<file path="src/rtl/cycle_timer_pkg.sv">
package cycle_timer_pkg;
  typedef enum logic [1:0] {
    SRC_NONE  = 2'd0,
    SRC_ERASE = 2'd1,
    SRC_EXT   = 2'd2,
    SRC_AUTO  = 2'd3
  } trig_src_e;
endpackage

</file>
<file path="src/rtl/ct_rst_sync.sv">
module ct_rst_sync (
  input  logic clk,
  input  logic rst_n,
  output logic rst_n_sync
);
  logic [1:0] sync_q;

  always_ff @(posedge clk or negedge rst_n) begin
    if (!rst_n) sync_q <= 2'b00;
    else        sync_q <= {sync_q[0], 1'b1};
  end

  assign rst_n_sync = sync_q[1];
endmodule

</file>
<file path="src/rtl/ct_trig_qual.sv">
module ct_trig_qual
  import cycle_timer_pkg::*;
(
  input  logic      clk,
  input  logic      rst_n,
  input  logic      erase_i,
  input  logic      sweep_rst_i,
  input  logic      xfer_i,
  input  logic      rep_sweep_i,
  input  logic      detent_i,
  input  logic      w_busy_i,
  input  logic      save_i,
  input  logic      fast_i,
  input  logic      stor_sel_i,
  input  logic      busy_i,
  output logic      start_o,
  output trig_src_e src_o
);
  logic erase_q, swr_q, xfer_q;
  logic erase_d, swr_d, xfer_d;
  logic inhibit, c_erase, c_ext, c_auto;

  // previous-value registers for edge detection (always enabled)
  always_comb begin
    erase_d = erase_i;
    swr_d   = sweep_rst_i;
    xfer_d  = xfer_i;
  end

  always_ff @(posedge clk or negedge rst_n) begin
    if (!rst_n) begin
      erase_q <= 1'b0;
      swr_q   <= 1'b0;
      xfer_q  <= 1'b0;
    end else begin
      erase_q <= erase_d;
      swr_q   <= swr_d;
      xfer_q  <= xfer_d;
    end
  end

  always_comb begin
    inhibit = !stor_sel_i || save_i || fast_i || busy_i;
    c_erase = erase_i && !erase_q;
    c_ext   = sweep_rst_i && !swr_q && (detent_i || !rep_sweep_i) && !w_busy_i;
    c_auto  = !xfer_i && xfer_q && rep_sweep_i && !detent_i;
    src_o   = SRC_NONE;
    if (!inhibit) begin
      if (c_erase)     src_o = SRC_ERASE;
      else if (c_ext)  src_o = SRC_EXT;
      else if (c_auto) src_o = SRC_AUTO;
    end
    start_o = (src_o != SRC_NONE);
  end
endmodule

</file>
<file path="src/rtl/ct_dur_sel.sv">
module ct_dur_sel
  import cycle_timer_pkg::*;
#(
  parameter int ERASE_TICKS = 900,
  parameter int FIXED_TICKS = 150,
  parameter int VAR_MIN     = 150,
  parameter int VAR_MAX     = 4000,
  parameter int DLY_W       = 8,
  parameter int CW          = 12
) (
  input  trig_src_e        src_i,
  input  logic             multi_i,
  input  logic [DLY_W-1:0] dly_i,
  output logic [CW-1:0]    dur_o
);
  localparam int SPAN = VAR_MAX - VAR_MIN;
  localparam int DMAX = (1 << DLY_W) - 1;

  int unsigned var_ticks;

  always_comb begin
    var_ticks = VAR_MIN + (SPAN * int'(dly_i)) / DMAX;
    unique case (src_i)
      SRC_EXT:  dur_o = multi_i ? CW'(FIXED_TICKS) : CW'(ERASE_TICKS);
      SRC_AUTO: dur_o = multi_i ? CW'(var_ticks)   : CW'(ERASE_TICKS);
      default:  dur_o = CW'(ERASE_TICKS);
    endcase
    if (src_i == SRC_AUTO && multi_i) begin
      AST_VAR_RANGE: assert (int'(dur_o) >= VAR_MIN && int'(dur_o) <= VAR_MAX);
    end
  end
endmodule

</file>
<file path="src/rtl/ct_pulse_cnt.sv">
module ct_pulse_cnt #(
  parameter int TICK_DIV = 100000,
  parameter int CW       = 12
) (
  input  logic          clk,
  input  logic          rst_n,
  input  logic          start_i,
  input  logic [CW-1:0] dur_i,
  output logic          x_o
);
  localparam int PW = (TICK_DIV > 1) ? $clog2(TICK_DIV) : 1;

  logic          x_q, x_d;
  logic [CW-1:0] cnt_q, cnt_d;
  logic [PW-1:0] pre_q, pre_d;
  logic          tick;

  always_comb begin
    tick  = x_q && (pre_q == PW'(TICK_DIV - 1));
    x_d   = x_q;
    cnt_d = cnt_q;
    pre_d = pre_q;
    if (!x_q && start_i) begin
      x_d   = 1'b1;
      cnt_d = dur_i;
      pre_d = '0;
    end else if (x_q) begin
      if (tick) begin
        pre_d = '0;
        cnt_d = cnt_q - 1'b1;
        if (cnt_q == CW'(1)) x_d = 1'b0;
      end else begin
        pre_d = pre_q + 1'b1;
      end
    end
  end

  always_ff @(posedge clk or negedge rst_n) begin
    if (!rst_n) begin
      x_q   <= 1'b0;
      cnt_q <= '0;
      pre_q <= '0;
    end else begin
      x_q   <= x_d;
      cnt_q <= cnt_d;
      pre_q <= pre_d;
    end
  end

  assign x_o = x_q;

  AST_LOAD_LEN: assert property (@(posedge clk) disable iff (!rst_n)
    start_i |=> (x_q && cnt_q == $past(dur_i)));
  AST_START_IDLE: assert property (@(posedge clk) disable iff (!rst_n)
    start_i |-> !x_q);
  AST_HOLD_HIGH: assert property (@(posedge clk) disable iff (!rst_n)
    (x_q && !(tick && cnt_q == CW'(1))) |=> x_q);
  AST_END_ON_TICK: assert property (@(posedge clk) disable iff (!rst_n)
    $fell(x_q) |-> ($past(tick) && $past(cnt_q) == CW'(1)));
endmodule

</file>
<file path="src/rtl/cycle_timer.sv">
module cycle_timer
  import cycle_timer_pkg::*;
#(
  parameter int TICK_DIV    = 100000,
  parameter int ERASE_TICKS = 900,
  parameter int FIXED_TICKS = 150,
  parameter int VAR_MIN     = 150,
  parameter int VAR_MAX     = 4000,
  parameter int DLY_W       = 8
) (
  input  logic             clk,
  input  logic             rst_n,
  input  logic             erase_i,
  input  logic             sweep_rst_i,
  input  logic             xfer_i,
  input  logic             rep_sweep_i,
  input  logic             detent_i,
  input  logic [DLY_W-1:0] dly_i,
  input  logic             multi_i,
  input  logic             w_busy_i,
  input  logic             save_i,
  input  logic             fast_i,
  input  logic             stor_sel_i,
  output logic             x_o,
  output logic             x_n_o
);
  localparam int MAX_A = (ERASE_TICKS > VAR_MAX) ? ERASE_TICKS : VAR_MAX;
  localparam int MAXT  = (MAX_A > FIXED_TICKS) ? MAX_A : FIXED_TICKS;
  localparam int CW    = $clog2(MAXT + 1);

  logic          rst_n_s;
  logic          start;
  trig_src_e     src;
  logic [CW-1:0] dur;
  logic          x_int;

  ct_rst_sync u_rst (
    .clk        (clk),
    .rst_n      (rst_n),
    .rst_n_sync (rst_n_s)
  );

  ct_trig_qual u_qual (
    .clk         (clk),
    .rst_n       (rst_n_s),
    .erase_i     (erase_i),
    .sweep_rst_i (sweep_rst_i),
    .xfer_i      (xfer_i),
    .rep_sweep_i (rep_sweep_i),
    .detent_i    (detent_i),
    .w_busy_i    (w_busy_i),
    .save_i      (save_i),
    .fast_i      (fast_i),
    .stor_sel_i  (stor_sel_i),
    .busy_i      (x_int),
    .start_o     (start),
    .src_o       (src)
  );

  ct_dur_sel #(
    .ERASE_TICKS (ERASE_TICKS),
    .FIXED_TICKS (FIXED_TICKS),
    .VAR_MIN     (VAR_MIN),
    .VAR_MAX     (VAR_MAX),
    .DLY_W       (DLY_W),
    .CW          (CW)
  ) u_dur (
    .src_i   (src),
    .multi_i (multi_i),
    .dly_i   (dly_i),
    .dur_o   (dur)
  );

  ct_pulse_cnt #(
    .TICK_DIV (TICK_DIV),
    .CW       (CW)
  ) u_cnt (
    .clk     (clk),
    .rst_n   (rst_n_s),
    .start_i (start),
    .dur_i   (dur),
    .x_o     (x_int)
  );

  assign x_o   = x_int;
  assign x_n_o = ~x_int;

  AST_INHIBIT_HOLD: assert property (@(posedge clk) disable iff (!rst_n_s)
    ((!stor_sel_i || save_i || fast_i) && !x_int) |=> !x_int);
endmodule

</file>
<file path="config.mk">
export PLATFORM = sky130hd
export DESIGN_NAME = cycle_timer
export DESIGN_NICKNAME = d
export VERILOG_FILES = /design/src/rtl/cycle_timer_pkg.sv /design/src/rtl/ct_rst_sync.sv /design/src/rtl/ct_trig_qual.sv /design/src/rtl/ct_dur_sel.sv /design/src/rtl/ct_pulse_cnt.sv /design/src/rtl/cycle_timer.sv
export SDC_FILE = /design/constraint.sdc
export NUM_CORES = 1
export LEC_CHECK = 0
export BUFFER_PORTS_ARGS = -buffer_cell sky130_fd_sc_hd__clkbuf_2
export CAP_MARGIN = 20
export CORE_UTILIZATION = 45
export DETAILED_ROUTE_END_ITERATION = 8
export PLACE_DENSITY = 0.57
export SLEW_MARGIN = 20
export SYNTH_ARGS = -nofsm -noshare
export SYNTH_HDL_FRONTEND = slang
export SYNTH_SLANG_ARGS = --single-unit
</file>
<file path="constraint.sdc">
create_clock -name clk -period 1.2 [get_ports clk]
set_input_delay 0.24 -clock clk [delete_from_list [all_inputs] [get_ports clk]]
set_output_delay 0.24 -clock clk [all_outputs]
set_load 0.02 [all_outputs]
</file>
Word-level counts from Yosys, hierarchy flattened:

Cells that the tools add are included.

* equal/unequal tests: 4
* mux-type cells: 17
* order comparisons: 0
* bitwise logic cells: 1
* reduce and logical (&&, ||, !) cells: 25
* multipliers: 1
* divide/modulo/power cells: 1
* shifts and indexed selects: 0
* add/sub/neg operators: 3

Operator list (count)
* $mux 17: 3
* $mux 12: 4
* $div 32x9->32 const B: 1
* $pmux 12 s2: 1
* $mul 11x8->19 const A: 1
* $add 17x1->17 const B: 1
* $eq 17x17->1 const B: 1
* $add 9x12->12 const A: 1
* $eq 12x1->1 const B: 1
* $sub 12x1->12 const B: 1
* $mux 10: 1
* $logic_and 1x1->1: 9
* $logic_not 1->1: 8
* $mux 2: 4
* $reduce_bool 2->1: 3
* $eq 2x2->1 const B: 2
* $logic_or 1x1->1: 4
* $mux 1: 4
* $reduce_and 2->1: 1
* $not 1->1: 1

* memory bits (read-only): 0
* latch bits: 0
* logic and storage cells: 59
* memories kept: 0
* bits in writable memories: 0
* bits in registers: 35
* output and inout bits: 2

Logic depth before layout (Yosys ltp):

* depth after elaboration: 12
* depth in mapped cells: 65

By module:

From an unflattened synthesis, not the netlist that was laid out.

* cell total of the unflattened synthesis: 1276
* area total of the unflattened synthesis: 9699.3 µm²

By module, submodules not included
* ct_dur_sel: cells each 1051, instances 1, area each 7623.6 µm², seq. area each 0.0 µm²
* ct_pulse_cnt: cells each 207, instances 1, area each 1869.3 µm², seq. area each 750.7 µm²
* ct_trig_qual: cells each 14, instances 1, area each 148.9 µm², seq. area each 75.1 µm²
* ct_rst_sync: cells each 3, instances 1, area each 53.8 µm², seq. area each 50.0 µm²
* cycle_timer: cells each 1, instances 1, area each 3.8 µm², seq. area each 0.0 µm²

Worst setup path before layout:

No wires, ideal clock.

* kind: input-to-reg
* from: in dly_i[5]
* to: reg u_cnt.cnt_q[9]
* data arrival time: 13.445 ns
* slack: -12.366 ns
* cell stages on the path: 54
* cell sequence: fa_1 inv_1 fa_1 inv_1 fa_1 ha_1 ha_1 and3_1 a211o_1 a2111oi_4 or3_4 nand3_4 or4_4 and4_1 buf_6 nor3_4 mux2i_1 and2_1 [... 18 more ...] a31o_1 a211o_4 o211ai_4 nand3_1 a31o_1 a211oi_2 nand3_1 a311o_1 nor3b_2 ha_1 o31ai_1 a21oi_1 nor2_1 xnor2_1 o21ai_0 a21oi_1 a21oi_1 o22a_1

* word-level cells in the longest chain between the ends: 6

RTL lines
* from (decl): line cycle_timer.sv:18 `input logic [DLY_W-1:0] dly_i,`
* $mul 11x8->19: line ct_dur_sel.sv:22 `var_ticks = VAR_MIN + (SPAN * int'(dly_i)) / DMAX;`
* $div 32x9->32: line ct_dur_sel.sv:22
* $add 9x12->12: line ct_dur_sel.sv:22
* $mux 12: line ct_dur_sel.sv:25 `SRC_AUTO: dur_o = multi_i ? CW'(var_ticks) : CW'(ERASE_TICKS);`
* $pmux 12 s2: line ct_dur_sel.sv:23 `unique case (src_i)`
* $mux 12: line ct_pulse_cnt.sv:23 `if (!x_q && start_i) begin`
* to (signal assigned): line ct_pulse_cnt.sv:45 `cnt_q <= cnt_d;`
* to (decl): line ct_pulse_cnt.sv:14 `logic [CW-1:0] cnt_q, cnt_d;`

No other way between the ends.
A chain may end at the register's enable or synchronous reset.

Worst setup path in the final report:

* from: in dly_i[7]
* to: reg u_cnt.cnt_q[11]

The elaborated chain is that of the path after synthesis.

==> flow_metrics.tcl <==
set metrics [dict create \
    die-area_um2 20600 \
    start_kind "primary input" \
    setup_viol 32 \
    clk_latency_ns 0.28 \
    area_growth_syn_to_layout_pct 78.8 \
    violations "negative setup slack" \
    fin_nets 1975 \
    fmax_mhz 75.9 \
    wl_per_cell_um 18.5 \
    syn_area_um2 9000 \
    slew_violations 0 \
    hold_depth 1 \
    critPathMaxFanout 8 \
    grt-ovfl-total 0 \
    ant_nets 0 \
    path_clk_slew_ns 0.06 \
    reg2reg_slack_ns -1.07 \
    cp_slowest_cell "fa_1" \
    num_antenna_cells 0 \
    synth_ff_type "dfrtp_1" \
    critPathLaunch "dly_i[7]" \
    track_usage_pct 35.9 \
    worst_slew_pin_slew_ns 0.700 \
    ys_ff_latch 35 \
    fin_crit_ns 13.18 \
    fp.coreArea_um2 19500 \
    drc 0 \
    grt_antenna_before_repair 0 \
    std_cell_rows 51 \
    finClkSkew_ns 0.00967 \
    drv_cap 0 \
    crit_top_cell "buf_4" \
    syn_nets 1326 \
    ys_warn_count 0 \
    async_flop_share_pct 100 \
    drive_above_1_share_pct 51.6 \
    reg2regPathDepth 8 \
    die_w_um 143 \
    drtIter0Drc 981 \
    reg2reg_from "u_cnt.pre_q[12]" \
    worstPathRequired_ns 1.37 \
    synth_edf_count 0 \
    vias_per_cell 6.03 \
    clock-sinks 35 \
    fill_cells 1272 \
    htree_levels 2 \
    io_pins 22 \
    setup_ws_ns -11.98 \
    cp-end-kind "flop" \
    postSynthCellCount 1235 \
    grt_setup_unrepaired "true" \
    die_y_um 143 \
    hp-start "erase_i" \
    ys_types 112 \
    critPathBufInv 12 \
    timing.rr.end "u_cnt.cnt_q[8]" \
    fin_crit_sh_pct 1100 \
    place_congestion 0.951 \
    dp_hpwl_um 27700 \
    worstSetupPathType "primary input to flop" \
    cts.path.max_buffers 2 \
    drt_wl_total_um 39700 \
    route.vias.total 13000 \
    hold_violations 0 \
    syn_area_per_cell_um2 7.29 \
    grt_pass1_wl_um 59800 \
    path_delay_family "compound AO/OA/AOI/OAI gates" \
    synth_seq_area_share_pct 9.73 \
    clockRootBuffer "clkbuf_16" \
    drtPass1Iterations 5 \
    port_buffers 21 \
    hp-class "primary input to flop" \
    start_util_pct 46.1 \
    grt_pass1_vias 12300 \
    outcome "finished, violations left" \
    critPathArrivalTime_ns 13.35 \
    slew_headroom_pct 52.1 \
    worstHoldEndpoint "u_qual.erase_q" \
    grt_max_degree 34 \
    slowest_delay_ns 0.56 \
    cts_buffers 5 \
    timing.setup.tns_ns -149.86 \
    cts_tree "built" \
]
==> worst max-delay path by stage <==
stage                      endpoint  slack, ns  cells after the start
finish              u_cnt.cnt_q[11]     -11.98                     60
global route         u_cnt.cnt_q[9]     -12.50                     64
CTS                  u_cnt.cnt_q[9]     -11.47                     60
detailed placement   u_cnt.cnt_q[9]     -12.34                     56
global placement     u_cnt.cnt_q[9]     -12.14                     57
floorplan            u_cnt.cnt_q[9]     -11.47                     53
==> through the flow <==
step	worst slack [ns]	hold slack, ns	cell area [um2]	utilization [%]	cells
final	-11.98	0.0803	16100	82.4	2150
after global routing	-12.50	0.0963	16100	82.4	2150
after CTS	-11.47	0.0807	15400	78.6	2113
after detailed placement	-12.34	0.0277	13600	69.8	1998
after global placement	-12.14	0.0266	13600	69.8	1998
after floorplan	-11.47	-0.0556	9520	-	1235
==> sequential cells by signal, summed over array words and instances, names as in the netlist <==
| signal | flops |
|---|---|
| u_cnt.pre_q | 17 |
| u_cnt.cnt_q | 12 |
| u_rst.sync_q | 2 |
| u_cnt.x_o | 1 |
| u_qual.erase_q | 1 |
| u_qual.swr_q | 1 |
| u_qual.xfer_q | 1 |
==> area by class of cell <==
type	instances	area (um2)	area share, %
clock buffers	7	133	0.824
repair buffers	683	5260	32.7
inverters	49	186	1.16
multi-input cells	1110	9300	57.8
flip-flops and latches	35	877	5.45
clock inverters	1	5.00	0.0311
well taps	265	332	2.06
==> synthesized netlist by cell type, drive strengths merged (19+ instances only) <==
library cell  instances  area share (%)
a21oi                79             4.5
a31oi                24             2.0
and2                 21             1.5
and3                 21             1.5
buf                  19             1.2
clkbuf               24             1.0
dfrtp                35             9.7
ha                   57             7.9
inv                  49             2.0
mux2i                24             2.7
nand2               105             4.4
nand3                48             2.9
nand4                27             1.9
nor2                134             5.7
nor3                 50             3.0
nor4                 33             2.9
o211ai               36             3.2
o21ai                76             4.3
o31ai                24             2.1
xnor2                45             4.5
xor2                 30             2.9
==> layout by cell type, fill, tap and decap left out, types with 18 or more instances in the layout <==
master    instances
buf_4           633
nor2_1          120
nand2_1          95
a21oi_1          60
ha_1             50
inv_1            46
o21ai_0          39
nand3_1          36
xnor2_1          36
o211ai_1         34
dfrtp_1          34
nor3_1           33
nand4_1          27
xor2_1           25
buf_6            24
o21ai_2          18
==> repair_timing <==
action                     in CTS  in global routing
hold endpoints to repair        2                  0
setup buffers                 106                 41
resized for setup             157                 91
hold buffers                    1                  0
cloned                          1                  1
pin swaps                      80                 59
setup endpoints to repair      32                 32
==> layer usage <==
layer / vias to the layer above / wire length, um / GRT usage, %
li1: 6054 / - / -
met1: 6193 / 16800 / 45.8
met2: 569 / 19100 / 62.4
met3: 145 / 2230 / 3.23
met4: 0 / 1570 / 13.2
met5: - / 0 / 0
==> kinds of logic (layout without fill, tap and decap cells) <==
| logic type | after synthesis | count (layout) | synth area share, % |
|---|---|---|---|
| simple gates | 531 | 532 | 31.4 |
| compound gates | 400 | 401 | 32.6 |
| buf+inv | 92 | 740 | 4.24 |
| xor+xnor | 75 | 75 | 7.46 |
| fa+ha+maj | 71 | 71 | 11.0 |
| flops | 35 | 35 | 9.73 |
| mux | 30 | 30 | 3.46 |
| other cells | 1 | 1 | 0.0417 |
Power is not shown: default switching activity piles up to over one toggle a cycle in this logic, so the estimate is an artifact.
